==> src/rtl/hub_chirp_resp.sv <==
module hub_chirp_resp #(
  parameter int RESET_TICKS = 10000,
  parameter int FILT_TICKS  = 3,
  parameter int BIT_TICKS   = 50,
  parameter int GUARD_TICKS = 300
) (
  input  logic clk,
  input  logic rst_n,
  input  logic port_reset,
  input  logic port_is_ls,
  input  logic dev_chirp_k,
  input  logic tick,
  output logic drv_se0,
  output logic drv_chirp_k,
  output logic drv_chirp_j,
  output logic hs_port
);
  localparam int CW = $clog2(RESET_TICKS + 1);
  localparam int BW = $clog2(BIT_TICKS + 1);
  localparam int FW = $clog2(FILT_TICKS + 1);
  localparam logic [CW-1:0] T_END  = CW'(RESET_TICKS - 1);
  localparam logic [CW-1:0] T_LAST = CW'(RESET_TICKS - GUARD_TICKS - BIT_TICKS);
  localparam logic [BW-1:0] B_END  = BW'(BIT_TICKS - 1);
  localparam logic [FW-1:0] F_END  = FW'(FILT_TICKS - 1);

  typedef enum logic [2:0] {S_IDLE, S_LISTEN, S_DEVK, S_CHK, S_CHJ, S_TAIL} st_t;

  st_t           st;
  logic [CW-1:0] t0;
  logic [BW-1:0] t2;
  logic [FW-1:0] fc;
  logic          chirped;

  wire [CW-1:0] t0_nxt  = t0 + CW'(tick);
  wire          room    = t0_nxt <= T_LAST;
  wire          end_now = tick && (t0 == T_END);

  assign drv_chirp_k = (st == S_CHK);
  assign drv_chirp_j = (st == S_CHJ);
  assign drv_se0     = (st == S_LISTEN) || (st == S_DEVK) || (st == S_TAIL);

  always_ff @(posedge clk or negedge rst_n) begin
    if (!rst_n) begin
      st      <= S_IDLE;
      t0      <= '0;
      t2      <= '0;
      fc      <= '0;
      chirped <= 1'b0;
      hs_port <= 1'b0;
    end else if (st == S_IDLE) begin
      if (port_reset) begin
        st      <= S_LISTEN;
        t0      <= '0;
        fc      <= '0;
        chirped <= 1'b0;
        hs_port <= 1'b0;
      end
    end else begin
      t0 <= t0_nxt;
      if (end_now) begin
        st      <= S_IDLE;
        hs_port <= chirped;
      end else begin
        case (st)
          S_LISTEN:
            if (dev_chirp_k && !port_is_ls) begin
              if (tick) begin
                if (fc == F_END) st <= S_DEVK;
                else             fc <= fc + 1'b1;
              end
            end else begin
              fc <= '0;
            end
          S_DEVK:
            if (!dev_chirp_k) begin
              if (room) begin
                st      <= S_CHK;
                t2      <= '0;
                chirped <= 1'b1;
              end else begin
                st <= S_TAIL;
              end
            end
          S_CHK, S_CHJ:
            if (tick) begin
              if (t2 == B_END) begin
                t2 <= '0;
                if (!room)            st <= S_TAIL;
                else if (st == S_CHK) st <= S_CHJ;
                else                  st <= S_CHK;
              end else begin
                t2 <= t2 + 1'b1;
              end
            end
          default: ;
        endcase
      end
    end
  end
endmodule

==> config.mk <==
export PLATFORM = sky130hd
export DESIGN_NAME = hub_chirp_resp
export DESIGN_NICKNAME = d
export VERILOG_FILES = /design/src/rtl/hub_chirp_resp.sv
export SDC_FILE = /design/constraint.sdc
export NUM_CORES = 1
export LEC_CHECK = 0
export ABC_CLOCK_PERIOD_IN_PS = 5900
export BUFFER_PORTS_ARGS = -buffer_cell sky130_fd_sc_hd__buf_2
export CAP_MARGIN = 20
export CORE_MARGIN = 8
export CORE_UTILIZATION = 45
export DETAILED_ROUTE_END_ITERATION = 10
export MAX_ROUTING_LAYER = met4
export PLACE_DENSITY_LB_ADDON = 0.15
export SKIP_LAST_GASP = 1
export SLEW_MARGIN = 25
export SYNTH_ARGS = -nofsm -noshare
export SYNTH_HDL_FRONTEND = slang
export SYNTH_SLANG_ARGS = --single-unit
==> constraint.sdc <==
create_clock -name clk -period 5.9 [get_ports clk]
set_input_delay 0.59 -clock clk [delete_from_list [all_inputs] [get_ports clk]]
set_output_delay 0.59 -clock clk [all_outputs]
set_load 0.1 [all_outputs]
Word level (Yosys, flattened, before mapping)
Cells that the tools add are included.

Output and inout port bits: 4. Logic and storage cells: 87. Register bits after elaboration: 27.

Bitwise logic cells: 2. Muxes and demuxes: 35. Reduce and logical (&&, ||, !) cells: 18. Equality and inequality tests: 22. Order comparisons: 1. Add/subtract/negate cells: 3.

Operators with widths (count): 2-to-1 mux 3 bit (12); 2-to-1 mux 14 bit (2); 2-to-1 mux 6 bit (4); adder 14 x 1 -> 14 bit (1); equality test 14 bit (second input constant) (1); less-or-equal comparator 14 bit (second input constant) (1); 2-to-1 mux 2 bit (7); one-hot mux 6 bit (2 select lines) (1); AND reduction 5 bit (2); nonzero test 2 bit (5); one-hot mux 3 bit (3 select lines) (1); 2-to-1 mux 1 bit (8); != test 2 bit (second input constant) (4); != test 4 x 2 -> 1 bit (second input constant) (2); != test 4 x 3 -> 1 bit (second input constant) (2); != test 4 bit (second input constant) (2); AND reduction 8 bit (1); adder 6 x 1 -> 6 bit (second input constant) (1); equality test 3 x 2 -> 1 bit (second input constant) (2); equality test 3 bit (second input constant) (2); equality test 6 bit (second input constant) (1); != test 3 bit (second input constant) (2); AND reduction 6 bit (1); nonzero test 5 bit (1); 11 further kinds (15).

Depth between registers and ports, before layout
Gate-level depths: netlist of run 1.

Depth in word-level cells: 8. Depth in mapped cells: 10.

Worst setup path after synthesis of run 1
Ideal clock, no wire load.

Kind: in2reg. From: input port tick. To: register t2[0]. Data arrival time: 2.308 ns. Slack: 3.474 ns. Stages on the path: 8. Data required time: 5.782 ns. Cell sequence: ha_1 > nand3_1 > nor3_2 > nand3_1 > a32o_1 > a211oi_4 > o31ai_4 > a21o_1.

Cells in the longest elaborated chain, start to end: 4. Elaborated cells between the ends (all ways): 7.

Ends and longest elaborated chain: from (decl) (line 12) `input logic tick,`; adder 14 x 1 -> 14 bit (line 34) `wire [CW-1:0] t0_nxt = t0 + CW'(tick);`; less-or-equal comparator 14 bit (line 35) `wire room = t0_nxt <= T_LAST;`; != test 2 bit (no line); AND reduction 6 bit (no line) (*); to (signal assigned) (line 92) `t2 <= t2 + 1'b1;`; to (decl) (line 30) `logic [BW-1:0] t2;`.

Mark *: on every way between the ends. The rest lies on a longest branch, timed or not. A chain may end at the register's enable or synchronous reset.

Final worst setup path of run 1
Same ends and word-level chain as after synthesis.

==> flow_metrics.tcl, run 1 <==
set metrics [dict create \
    synth.distinct_cells 60 \
    htree_levels 1 \
    gp_congestion 0.887 \
    fillCellCount 473 \
    antenna_found_initial 0 \
    cts_buffers 3 \
    clock_path_buffers 2 \
    power.leakage_nw 0.866 \
    power.ir.vdd_worst_mv 0.206 \
    wl_per_cell_um 15.9 \
    synth-edff-count 0 \
    fin_worst_skew_ns 0.00500 \
    cts_resized 0 \
    fp-row-count 25 \
    cts_hold_buf 0 \
    drc 0 \
    fin_setup_tns_ns 0 \
    r2r_slack_ns 3.10 \
    ys_warn_count 0 \
    reg2regPathDepth 8 \
    avgSynthCellArea_um2 8.11 \
    fp.dieH_um 86.2 \
    layout_common_cells "dfrtp_1, o21ai_0, nand2_1, nor2_1, a21oi_1" \
    cts_setup_buffers 0 \
    portBuffers 9 \
    tritoncts "built" \
    status "finished, final reports clean" \
    finalSetupViolCount 0 \
    timing.final.max_slew_violations 0 \
    synth_nets 284 \
    grt_pass1_wl_um 9320 \
    synth.top_cell.area_share_pct 30.5 \
    fin_area_um2 2310 \
    critPathLaunchType "input port" \
    wirelength_um 5340 \
    detail-route-antenna-nets 0 \
    postPlaceCellArea_um2 2260 \
    die-area_um2 7420 \
    crit_fanout 16 \
    grt_pass1_vias 1917 \
    r2r_start "t0[0]" \
    yosysSeqAreaShare_pct 30.5 \
    final_common_cell "dfrtp_1" \
    vias 2044 \
    clk_pin_slew_ns 0.11 \
    postSynthCellCount 273 \
    vias_per_cell 6.10 \
    hold_violations 0 \
    synth_area_leaders "dfrtp_1, o21ai_0, nand2_1" \
    hpwl_um 3650 \
    initial_core_util_pct 46.9 \
    drt-pass1-iter-count 4 \
    worst_pin_slew_ns 0.945 \
    grtUsageTotal_pct 15.6 \
    timing.critical_path.to_type "register" \
    nets 280 \
    cap_violations 0 \
    die_w_um 86.2 \
    arrival_ns 3.03 \
    synth_area_um2 2210 \
    clk_latency_ns 0.29 \
    p_per_area_nw_per_um2 385 \
    async_flop_share_pct 100 \
    core_um2 4720 \
    hold_path_class "input port to asynchronous set/reset pin" \
    seqCellArea_um2 676 \
    grt_start_max_net_pins 28 \
    period_share_pct 48.0 \
    yosys_most_used_dff "dfrtp_1" \
    num_io_pins 10 \
    antenna_cells 0 \
    rsz0062_at_grt "no" \
    clkSinkCount 27 \
    drive_gt1_share_pct 12.7 \
    fmax_mhz 353 \
    multi_input_area_um2 1420 \
    relSlewSlack_pct 36.7 \
    worst-endpoint-required_ns 6.09 \
    drt_iter0_drc 93 \
    path_class "input port to register" \
    grt_overflow 0 \
    root_buffer "clkbuf_8" \
    fin_crit_ns 2.83 \
    fin_util_pct 48.8 \
    synth_seq_cells 27 \
    timing.rr.end "t2[0]" \
    syn2layout_area_growth_pct 4.18 \
    yosysTopAreaCell "dfrtp_1" \
]
[worst max path at each step]
stage	to	start	depth (start not counted)
2_1_floorplan	t2[0]	tick	8
3_3_place_gp	t2[1]	tick	9
3_5_place_dp	t2[0]	tick	9
4_1_cts	t2[0]	tick	9
5_1_grt	t2[1]	t0[0]	8
6_report	t2[0]	tick	9
[routing by layer]
layer	vias up	track usage [%]	wire, um
li1	1012	-	-
met1	995	20.2	2620
met2	30	24.2	2500
met3	7	3.06	168
met4	0	4.14	57
met5	-	-	0
[registers in the layout, indices dropped and copies added (netlist names)]
name	cells
t0	14
t2	6
st	3
fc	2
chirped	1
hs_port	1
[report_power, final]
group	switching, W	internal [W]
Sequential	0.0000871	0.000224
Combinational	0.000300	0.000159
Clock	0.0000696	0.0000483
Total	0.000456	0.000431
[critical path: stages]
cell	delay, ns
buf_2	0.14
ha_1	0.48
nand3_1	0.28
nor3_2	0.37
nand3_1	0.12
a32o_1	0.30
a211oi_4	0.37
o31ai_4	0.16
a21o_1	0.20
[cells in the mapped netlist (all sizes together), types with 7 or more instances]
master / number
nand2: 24
clkbuf: 10
nand4: 7
nand3b: 8
nand3: 10
inv: 8
dfrtp: 27
o21ai: 26
a21oi: 16
nor2: 24
nor3: 15
buf: 9
[final cells by class]
cell class / count / area share (%)
multi-input cells: 219 / 61.4
flip-flops and latches: 27 / 29.3
well taps: 67 / 3.63
repair buffers: 10 / 2.28
clock buffers: 3 / 1.79
inverters: 8 / 1.30
clock inverters: 1 / 0.325
[per-stage QoR]
step	setup WS (ns)	hold slack [ns]	instances	total power (W)
floorplan	3.47	0.294	273	0.000668
global placement	2.84	0.455	331	0.000767
detailed placement	2.80	0.455	331	0.000774
CTS	3.11	0.326	335	0.000894
global route	2.94	0.346	335	0.000967
finish	3.07	0.304	335	0.000888
[cell families after synthesis]
kind of cell             Yosys count  share of synthesized area (%)
multiplexers                       4                           1.92
flip-flops                        27                           30.5
AO/OA/AOI/OAI                     83                           25.6
buffers and inverters             27                           5.76
adder cells (fa/ha/maj)            6                           3.28
XOR/XNOR                           2                          0.791
AND/OR/NAND/NOR                  124                           32.1
No activity file was read; power rests on OpenSTA's default activity.
==> run 2: changes to the inputs <==
Settings changed: ABC_CLOCK_PERIOD_IN_PS 5900 to 2900.
Clock period 5.9 ns to 2.9 ns, I/O delays scaled along.
==> flow_metrics.tcl, run 2 (synthesis gave the netlist of run 1 again) <==
set metrics [dict create \
    status "finished, final reports clean" \
    drt_iter0_drc 67 \
    multi_input_area_um2 1420 \
    clock_path_buffers 2 \
    clk_pin_slew_ns 0.09 \
    largest_register "t0" \
    finalNonFillerCells 341 \
    power.leakage_nw 0.898 \
    critPathLaunchType "register" \
    gp_congestion 0.916 \
    r2r_slack_ns 0.33 \
    cts_hold_buf 0 \
    timing.rr.end "t2[0]" \
    cp_slowest_cell "dfrtp_1" \
    root_buffer "clkbuf_8" \
    vias 2001 \
    fin_setup_tns_ns 0 \
    grtUsageTotal_pct 14.9 \
    worst-endpoint-required_ns 3.06 \
    syn2layout_area_growth_pct 6.05 \
    reg2regPathDepth 7 \
    initial_core_util_pct 46.9 \
    largest_reg_flops 14 \
    fin_area_um2 2350 \
    power.ir.vdd_worst_mv 0.440 \
    p_total_w 0.00178 \
    relSlewSlack_pct 53.9 \
    vias_per_cell 5.87 \
    fmax_mhz 389 \
    timing.final.max_slew_violations 0 \
    seqCellArea_um2 676 \
    drive_gt1_share_pct 14.2 \
    core_um2 4720 \
    fp.dieH_um 86.2 \
    placed_cells 337 \
    cpPeakStageDelay_ns 0.60 \
    nets 286 \
    fin_worst_skew_ns 0.00496 \
    cts_setup_buffers 0 \
    p_per_area_nw_per_um2 757 \
    antenna_cells 0 \
    tritoncts "built" \
    layout_common_cells "dfrtp_1, o21ai_0, nand2_1, nor2_1, a21oi_1" \
    wirelength_um 5010 \
    htree_levels 1 \
    grt_pass1_vias 1832 \
    grt_start_max_net_pins 28 \
    num_io_pins 10 \
    clkSinkCount 27 \
    cap_violations 0 \
    cts_buffers 3 \
    clk_latency_ns 0.26 \
    drt-pass1-iter-count 4 \
    r2r_start "t0[2]" \
    die-area_um2 7420 \
    die_w_um 86.2 \
    rsz0062_at_grt "no" \
    crit_fanout 13 \
    hold_violations 0 \
    portBuffers 9 \
    path_class "register to register" \
    finalSetupViolCount 0 \
    worst_pin_slew_ns 0.685 \
    hpwl_um 3640 \
    arrival_ns 2.73 \
    grt_pass1_wl_um 8890 \
    fin_crit_ns 2.57 \
    fillCellCount 477 \
    detail-route-antenna-nets 0 \
    antenna_found_initial 0 \
    crit_chain "nand4_2, or3_1, a32oi_1, a211oi_1, a211oi_4, o31ai_4, a21o_1" \
    period_share_pct 88.6 \
    final_common_cell "dfrtp_1" \
    drc 0 \
    timing.critical_path.to_type "register" \
    reg_top3 "t0: 14 flops, t2: 6 flops, st: 3 flops" \
    hold_path_class "input port to asynchronous set/reset pin" \
    postPlaceCellArea_um2 2300 \
    wl_per_cell_um 14.7 \
    cts_resized 0 \
    grt_overflow 0 \
    fp-row-count 25 \
    whs_ns 0.0238 \
]
-- run 2: changes by cell type in the layout (fill, tap and decap cells not counted) --
cell,previous run,this run
buf_4,1,7
clkbuf_1,0,1
clkinvlp_4,1,0
-- run 2: cell type report --
cell class,instances,area share (%)
multi-input combinational,219,60.3
sequential,27,28.8
timing repair buffer,16,4.16
tap,67,3.57
clock buffer,4,1.92
inverter,8,1.28
-- run 2: metrics by stage --
| stage | setup slack, ns | utilization, % |
|---|---|---|
| 2_1_floorplan | 0.682 | - |
| 3_3_place_gp | 0.345 | 48.8 |
| 3_5_place_dp | 0.312 | 48.8 |
| 4_1_cts | 0.335 | 49.7 |
| 5_1_grt | 0.151 | 49.7 |
| 6_report | 0.330 | 49.7 |
-- run 2: per-layer routing --
layer	GRT usage [%]	share of wire [%]
met1	19.9	47
met2	23.0	47
met3	2.39	4.6
met4	3.34	0.96
met5	-	0
-- run 2: critical path: cells and delay by family (launching register included) --
family | cells | cell delay [ns]
AOI/OAI and AO/OA | 5 | 1.13
and+or+nand+nor | 2 | 0.74
DFF | 1 | 0.60
-- run 2: how the worst max path moves through the flow --
stage | from | to | slack (ns) | cells after the start
2_1_floorplan | t0[0] | t2[0] | 0.68 | 8
3_3_place_gp | tick | t2[5] | 0.34 | 9
3_5_place_dp | tick | t2[0] | 0.31 | 9
4_1_cts | t0[1] | t2[0] | 0.33 | 7
5_1_grt | t0[0] | t2[4] | 0.15 | 8
6_report | t0[2] | t2[0] | 0.33 | 7
-- run 2: power breakdown --
group / internal (W) / leakage (nW) / switching [W]
logic: 0.000347 / 0.510 / 0.000597
registers: 0.000457 / 0.365 / 0.000168
clock network: 0.0000981 / 0.0228 / 0.000111
